File: src/rtl/drv_irq_pkg.sv
package drv_irq_pkg;

  localparam int unsigned DEF_CNT_W = 8;

  typedef struct packed {
    logic set;       // completion or block start
    logic clr_host;  // command write or status read
    logic clr_rst;   // hardware or soft reset
  } irq_evt_t;

endpackage

File: src/rtl/drv_irq_rst_sync.sv
module drv_irq_rst_sync (
  input  logic clk,
  input  logic rst_n,
  output logic rst_sync_n
);

  logic [1:0] sync_q;

  always_ff @(posedge clk or negedge rst_n) begin
    if (!rst_n) sync_q <= 2'b00;
    else        sync_q <= {sync_q[0], 1'b1};
  end

  assign rst_sync_n = sync_q[1];

endmodule

File: src/rtl/drv_irq_blk_track.sv
module drv_irq_blk_track #(
  parameter int unsigned CNT_W = drv_irq_pkg::DEF_CNT_W
) (
  input  logic             clk,
  input  logic             rst_n,
  input  logic             hw_rst_i,
  input  logic             sw_rst_i,
  input  logic             cmd_wr_i,
  input  logic             wr_type_i,
  input  logic             sec_rdy_i,
  input  logic             cfg_wr_i,
  input  logic [CNT_W-1:0] cfg_val_i,
  output logic             blk_irq_o
);

  localparam logic [CNT_W-1:0] ONE  = CNT_W'(1);
  localparam logic [CNT_W-1:0] ZERO = '0;

  logic [CNT_W-1:0] blk_size_q, blk_size_d;
  logic [CNT_W-1:0] sec_cnt_q, sec_cnt_d;
  logic             first_q, first_d;
  logic             wr_cmd_q, wr_cmd_d;
  logic             size_en, cnt_en;
  logic             cfg_ok;
  logic [CNT_W-1:0] sec_inc;

  assign cfg_ok  = cfg_wr_i && (cfg_val_i != ZERO);
  assign sec_inc = sec_cnt_q + ONE;

  // block size register
  assign size_en = hw_rst_i || cfg_ok;
  always_comb begin
    blk_size_d = blk_size_q;
    if (hw_rst_i)    blk_size_d = ONE;
    else if (cfg_ok) blk_size_d = cfg_val_i;
  end

  // sector position within command
  assign cnt_en = hw_rst_i || sw_rst_i || cmd_wr_i || sec_rdy_i || cfg_ok;
  always_comb begin
    sec_cnt_d = sec_cnt_q;
    first_d   = first_q;
    wr_cmd_d  = wr_cmd_q;
    if (hw_rst_i || sw_rst_i) begin
      sec_cnt_d = ZERO;
      first_d   = 1'b0;
      wr_cmd_d  = 1'b0;
    end else if (cmd_wr_i) begin
      sec_cnt_d = ZERO;
      first_d   = 1'b1;
      wr_cmd_d  = wr_type_i;
    end else if (cfg_ok) begin
      sec_cnt_d = ZERO;
    end else if (sec_rdy_i) begin
      sec_cnt_d = (sec_inc >= blk_size_q) ? ZERO : sec_inc;
      if (sec_inc >= blk_size_q) first_d = 1'b0;
    end
  end

  always_ff @(posedge clk or negedge rst_n) begin
    if (!rst_n) begin
      blk_size_q <= ONE;
      sec_cnt_q  <= ZERO;
      first_q    <= 1'b0;
      wr_cmd_q   <= 1'b0;
    end else begin
      if (size_en) blk_size_q <= blk_size_d;
      if (cnt_en) begin
        sec_cnt_q <= sec_cnt_d;
        first_q   <= first_d;
        wr_cmd_q  <= wr_cmd_d;
      end
    end
  end

  assign blk_irq_o = sec_rdy_i && !hw_rst_i && !sw_rst_i && !cmd_wr_i &&
                     (sec_cnt_q == ZERO) && !(first_q && wr_cmd_q);

  AST_CNT_IN_BLOCK: assert property (@(posedge clk) disable iff (!rst_n)
    sec_cnt_q < blk_size_q);

  AST_SIZE_NONZERO: assert property (@(posedge clk) disable iff (!rst_n)
    blk_size_q != ZERO);

  AST_ZERO_CFG_KEEPS: assert property (@(posedge clk) disable iff (!rst_n)
    (cfg_wr_i && cfg_val_i == ZERO && !hw_rst_i) |=> $stable(blk_size_q));

  AST_HW_SIZE_ONE: assert property (@(posedge clk) disable iff (!rst_n)
    hw_rst_i |=> (blk_size_q == ONE));

endmodule

File: src/rtl/drv_irq_pend.sv
module drv_irq_pend (
  input  logic                  clk,
  input  logic                  rst_n,
  input  drv_irq_pkg::irq_evt_t evt_i,
  output logic                  pend_o
);

  logic pend_q, pend_d, pend_en;

  assign pend_en = evt_i.set || evt_i.clr_host || evt_i.clr_rst;

  always_comb begin
    pend_d = pend_q;
    if (evt_i.clr_rst)       pend_d = 1'b0;
    else if (evt_i.set)      pend_d = 1'b1;
    else if (evt_i.clr_host) pend_d = 1'b0;
  end

  always_ff @(posedge clk or negedge rst_n) begin
    if (!rst_n)       pend_q <= 1'b0;
    else if (pend_en) pend_q <= pend_d;
  end

  assign pend_o = pend_q;

  AST_SET_BEATS_HOST: assert property (@(posedge clk) disable iff (!rst_n)
    (evt_i.set && !evt_i.clr_rst) |=> pend_q);

  AST_RST_CLEARS: assert property (@(posedge clk) disable iff (!rst_n)
    evt_i.clr_rst |=> !pend_q);

  AST_IDLE_HOLDS: assert property (@(posedge clk) disable iff (!rst_n)
    !pend_en |=> $stable(pend_q));

endmodule

File: src/rtl/drv_intrq_top.sv
module drv_intrq_top #(
  parameter int unsigned CNT_W = drv_irq_pkg::DEF_CNT_W
) (
  input  logic             clk,
  input  logic             rst_n,
  input  logic             dev_sel_i,
  input  logic             irq_dis_i,
  input  logic             hw_reset_i,
  input  logic             soft_reset_i,
  input  logic             cmd_wr_i,
  input  logic             wr_type_i,
  input  logic             stat_rd_i,
  input  logic             alt_stat_rd_i,
  input  logic             sec_rdy_i,
  input  logic             cmd_done_i,
  input  logic             blk_cfg_wr_i,
  input  logic [CNT_W-1:0] blk_cfg_i,
  output logic             intrq_o
);

  logic                  rst_q_n;
  logic                  blk_irq;
  logic                  pend;
  drv_irq_pkg::irq_evt_t evt;

  drv_irq_rst_sync u_rst (
    .clk        (clk),
    .rst_n      (rst_n),
    .rst_sync_n (rst_q_n)
  );

  drv_irq_blk_track #(.CNT_W(CNT_W)) u_blk (
    .clk       (clk),
    .rst_n     (rst_q_n),
    .hw_rst_i  (hw_reset_i),
    .sw_rst_i  (soft_reset_i),
    .cmd_wr_i  (cmd_wr_i),
    .wr_type_i (wr_type_i),
    .sec_rdy_i (sec_rdy_i),
    .cfg_wr_i  (blk_cfg_wr_i),
    .cfg_val_i (blk_cfg_i),
    .blk_irq_o (blk_irq)
  );

  always_comb begin
    evt.set      = blk_irq || cmd_done_i;
    evt.clr_host = cmd_wr_i || stat_rd_i;
    evt.clr_rst  = hw_reset_i || soft_reset_i;
  end

  drv_irq_pend u_pend (
    .clk    (clk),
    .rst_n  (rst_q_n),
    .evt_i  (evt),
    .pend_o (pend)
  );

  assign intrq_o = pend && dev_sel_i && !irq_dis_i;

  AST_DONE_SETS: assert property (@(posedge clk) disable iff (!rst_q_n)
    (cmd_done_i && !hw_reset_i && !soft_reset_i) |=> pend);

  AST_HW_CLEARS: assert property (@(posedge clk) disable iff (!rst_q_n)
    hw_reset_i |=> !intrq_o);

  AST_SW_CLEARS: assert property (@(posedge clk) disable iff (!rst_q_n)
    soft_reset_i |=> !intrq_o);

  AST_CMD_CLEARS: assert property (@(posedge clk) disable iff (!rst_q_n)
    (cmd_wr_i && !cmd_done_i) |=> !pend);

  AST_STAT_CLEARS: assert property (@(posedge clk) disable iff (!rst_q_n)
    (stat_rd_i && !cmd_done_i && !sec_rdy_i) |=> !pend);

  AST_ALT_NO_EFFECT: assert property (@(posedge clk) disable iff (!rst_q_n)
    (alt_stat_rd_i && !stat_rd_i && !cmd_wr_i && !cmd_done_i && !sec_rdy_i &&
     !hw_reset_i && !soft_reset_i) |=> $stable(pend));

endmodule

File: config.mk
export PLATFORM = sky130hd
export DESIGN_NAME = drv_intrq_top
export DESIGN_NICKNAME = d
export VERILOG_FILES = /design/src/rtl/drv_irq_pkg.sv /design/src/rtl/drv_irq_rst_sync.sv /design/src/rtl/drv_irq_blk_track.sv /design/src/rtl/drv_irq_pend.sv /design/src/rtl/drv_intrq_top.sv
export SDC_FILE = /design/constraint.sdc
export NUM_CORES = 1
export LEC_CHECK = 0
export BUFFER_PORTS_ARGS = -buffer_cell sky130_fd_sc_hd__buf_2
export CORE_UTILIZATION = 35
export DETAILED_ROUTE_END_ITERATION = 7
export HOLD_SLACK_MARGIN = 0.03
export PLACE_DENSITY = 0.62
export SLEW_MARGIN = 20
export SYNTH_ARGS = -nofsm -noshare
export SYNTH_HDL_FRONTEND = slang
export SYNTH_HIERARCHICAL = 1
export SYNTH_SLANG_ARGS = --single-unit
File: constraint.sdc
create_clock -name clk -period 0.8 [get_ports clk]
set_clock_uncertainty 0.15 [all_clocks]
set_input_delay 0.12 -clock clk [delete_from_list [all_inputs] [get_ports clk]]
set_output_delay 0.12 -clock clk [all_outputs]
set_load 0.03 [all_outputs]
==> flow_metrics.tcl <==
set metrics [dict create \
    status "complete, but fails checks" \
    violations "negative hold slack, negative setup slack" \
    ir_drop_mv 0.807 \
    grt_antenna_before_repair 0 \
    grt_pass1_vias 1256 \
    clock_latency_ps 310 \
    fin_setup_tns_ps -21020 \
    setup_ws_ps -1810 \
    period_needed_ps 2610 \
    cap_viol_max_count 0 \
    combPwrFrac 0.216 \
    p_switching_uw 567 \
    synth_edf_count 0 \
    crit_path_end_kind "flip-flop" \
    root_buffer "clkbuf_4" \
    postSynthNetCount 161 \
    synth_compound_area_frac 0.145 \
    nFillCells 310 \
    total_power_mw 2.09 \
    synth_most_common_cell "dfrtp_1" \
    mappedNetlistArea_um2 1270 \
    crit_type "reg2reg" \
    synthSimpleGateAreaFrac 0.242 \
    critPathRequiredTime_ps 850 \
    yosysWarnings 6 \
    finalHoldViolCount 9 \
    dp_cells 227 \
    ys_seq_area_frac 0.414 \
    num_antenna_cells 0 \
    grt_use_total 0.185 \
    worst_ep_arrival_time_ps 2660 \
    overflow 0 \
    postSynth.asyncResetShare 1.00 \
    seqCellArea_um2 527 \
    clock.fmax_mhz 383 \
    pwr-share-clk 0.246 \
    io_pins 22 \
    synth_common_cells "dfrtp_1 (20), nand2_1 (18), inv_1 (11)" \
    vias 1161 \
    ctsHoldBuffers 1 \
    clk_pin_slew_ps 110 \
    drive_gt1_frac 0.566 \
    synth_top_area_share 0.393 \
    area_delta_synth_final_pct 57.2 \
    internal-power_mw 1.53 \
    slew_violations 0 \
    cts_buffers 3 \
    final_area_um2 2000 \
    start_util 0.373 \
    synth_top_family_by_area "simple AND/OR/NAND/NOR gates" \
    wl_mm 3.33 \
    drt_pass1_iterations 4 \
    multiInputGateArea_um2 921 \
    fin_crit_sh 3.26 \
    drt_iter0_drc 27 \
    powerDensity_nw_per_um2 1050 \
    synth_ff_type "dfrtp_1" \
    yosys.area.top_type "dfrtp_1" \
    synthAdderAreaFrac 0.0983 \
    io_buffers 20 \
    fp-row-count 21 \
    p_leak_nw 0.917 \
    core_um2 3420 \
    dp_hpwl_mm 2.38 \
    chipHeight_um 62.3 \
    clockBufferDepth 2 \
    syn_inst 130 \
    synth_xor_area_frac 0.0344 \
    hold_slack_ps -88.0 \
    tritoncts "built" \
    hp-class "in2reg" \
    synth_seq_cells 21 \
    clkSinkCount 21 \
    gp_congestion 0.776 \
    crit_fanout 5 \
    die_x_um 62.3 \
    die_area_um2 3880 \
    synth_mux_area_frac 0.0167 \
    nNetsFinal 221 \
    synth_area_leaders "dfrtp_1 (39%), ha_1 (9.8%), nand2_1 (5.3%), a21oi_1 (3.9%), a22o_1 (3.4%)" \
    grt_pass1_wl_mm 5.63 \
    start_kind "flip-flop" \
    drtAntennaViolNets 0 \
    rsz0062_at_grt "true" \
    htreeDepth 1 \
    grt_max_degree 12 \
    netSwitchingFraction 0.271 \
    syn_area_per_cell_um2 9.79 \
    post_drt_wl_per_cell_um 14.2 \
    ys_types 38 \
    place_area_um2 1710 \
    finalNonFillerCells 235 \
    p_seq_frac 0.538 \
    viasPerCell 4.94 \
    place_ws_ps -1800 \
    setup_viol 20 \
    post-route-drc-count 0 \
]
final timing paths:
kind                                        to  slack (ps)               start  cells after the start
max                         u_blk/sec_cnt_q[2]       -1810  u_blk/sec_cnt_q[0]                     11
min                        u_blk/blk_size_q[0]         -90        blk_cfg_i[0]                      3
max reg2reg                 u_blk/sec_cnt_q[2]       -1810  u_blk/sec_cnt_q[0]                     11
min reg2reg                 u_blk/sec_cnt_q[3]          60     u_rst/sync_q[1]                      1
max in group asynchronous  u_blk/blk_size_q[7]         290     u_rst/sync_q[1]                      1
min in group asynchronous      u_rst/sync_q[0]         -30               rst_n                      2
routing by layer:
metal  routed length, um  share of wire  track usage  up-vias
li1                    -              -            -      574
met1                1410           0.42        0.214      561
met2                1790           0.54        0.335       22
met3                 102          0.031       0.0331        4
met4                  34          0.010       0.0727        0
met5                   0              0            0        -
layout make-up:
cell class                      instances  area share
Sequential cell                        21       0.263
Timing Repair Buffer                   58       0.214
Inverter                               11      0.0206
Tap cell                               46      0.0288
Multi-Input combinational cell         95       0.460
Clock buffer                            4      0.0131
metrics by stage:
| stage | utilization | hold slack (ps) |
|---|---|---|
| 4_1_cts | 0.555 | -110 |
| 3_3_place_gp | 0.502 | -246 |
| 2_1_floorplan | - | -326 |
| 5_1_grt | 0.586 | -109 |
| 6_report | 0.586 | -88.0 |
| 3_5_place_dp | 0.502 | -243 |
power by group through the flow:
stage	combinational (mW)	clock, mW	sequential, mW
detailed placement	0.357	0	1.14
floorplan	0.182	0	1.15
finish	0.453	0.515	1.13
global placement	0.344	0	1.14
CTS	0.409	0.540	1.12
global route	0.496	0.585	1.13
cell usage in the layout, fill, tap and decap left out, drive strengths merged, types with 4 or more instances in the layout:
| cell | instances |
|---|---|
| a21oi | 11 |
| ha | 10 |
| clkbuf | 4 |
| nand2b | 4 |
| nand2 | 18 |
| nand3 | 6 |
| a22o | 5 |
| nor2 | 4 |
| or4 | 4 |
| dfrtp | 20 |
| inv | 11 |
| buf | 57 |
registers in the layout, indices dropped and copies added, names as in the netlist:
signal	count
u_blk/wr_cmd_q	1
u_blk/blk_size_q	8
u_rst/sync_q	2
u_pend/pend_o	1
u_blk/first_q	1
u_blk/sec_cnt_q	8
worst max-delay path, cell delays in order, from the launching register on:
cell      delay (ps)
dfrtp_1          450
buf_6            140
and3_4           140
and3_4           170
and3_4           190
xor2_4           160
ha_4             300
nand3_4           60
o31ai_4          370
buf_4            190
a211oi_4          40
a21o_1           150
cells by family after synthesis:
| group | after synthesis |
|---|---|
| other | 1 |
| XOR/XNOR | 5 |
| buffers and inverters | 14 |
| AND/OR/NAND/NOR | 52 |
| flip-flops | 21 |
| AO/OA/AOI/OAI | 25 |
| multiplexers | 2 |
| adder cells (fa/ha/maj) | 10 |
what timing repair did:
item                                   CTS  global route
buffers inserted                         2             1
gates cloned                             0             0
endpoints found under the hold margin   13            13
pin swaps                               12             8
resized for setup                       26            19
setup endpoints to repair               20            20
Note: power is estimated with default switching activity, not from simulation.
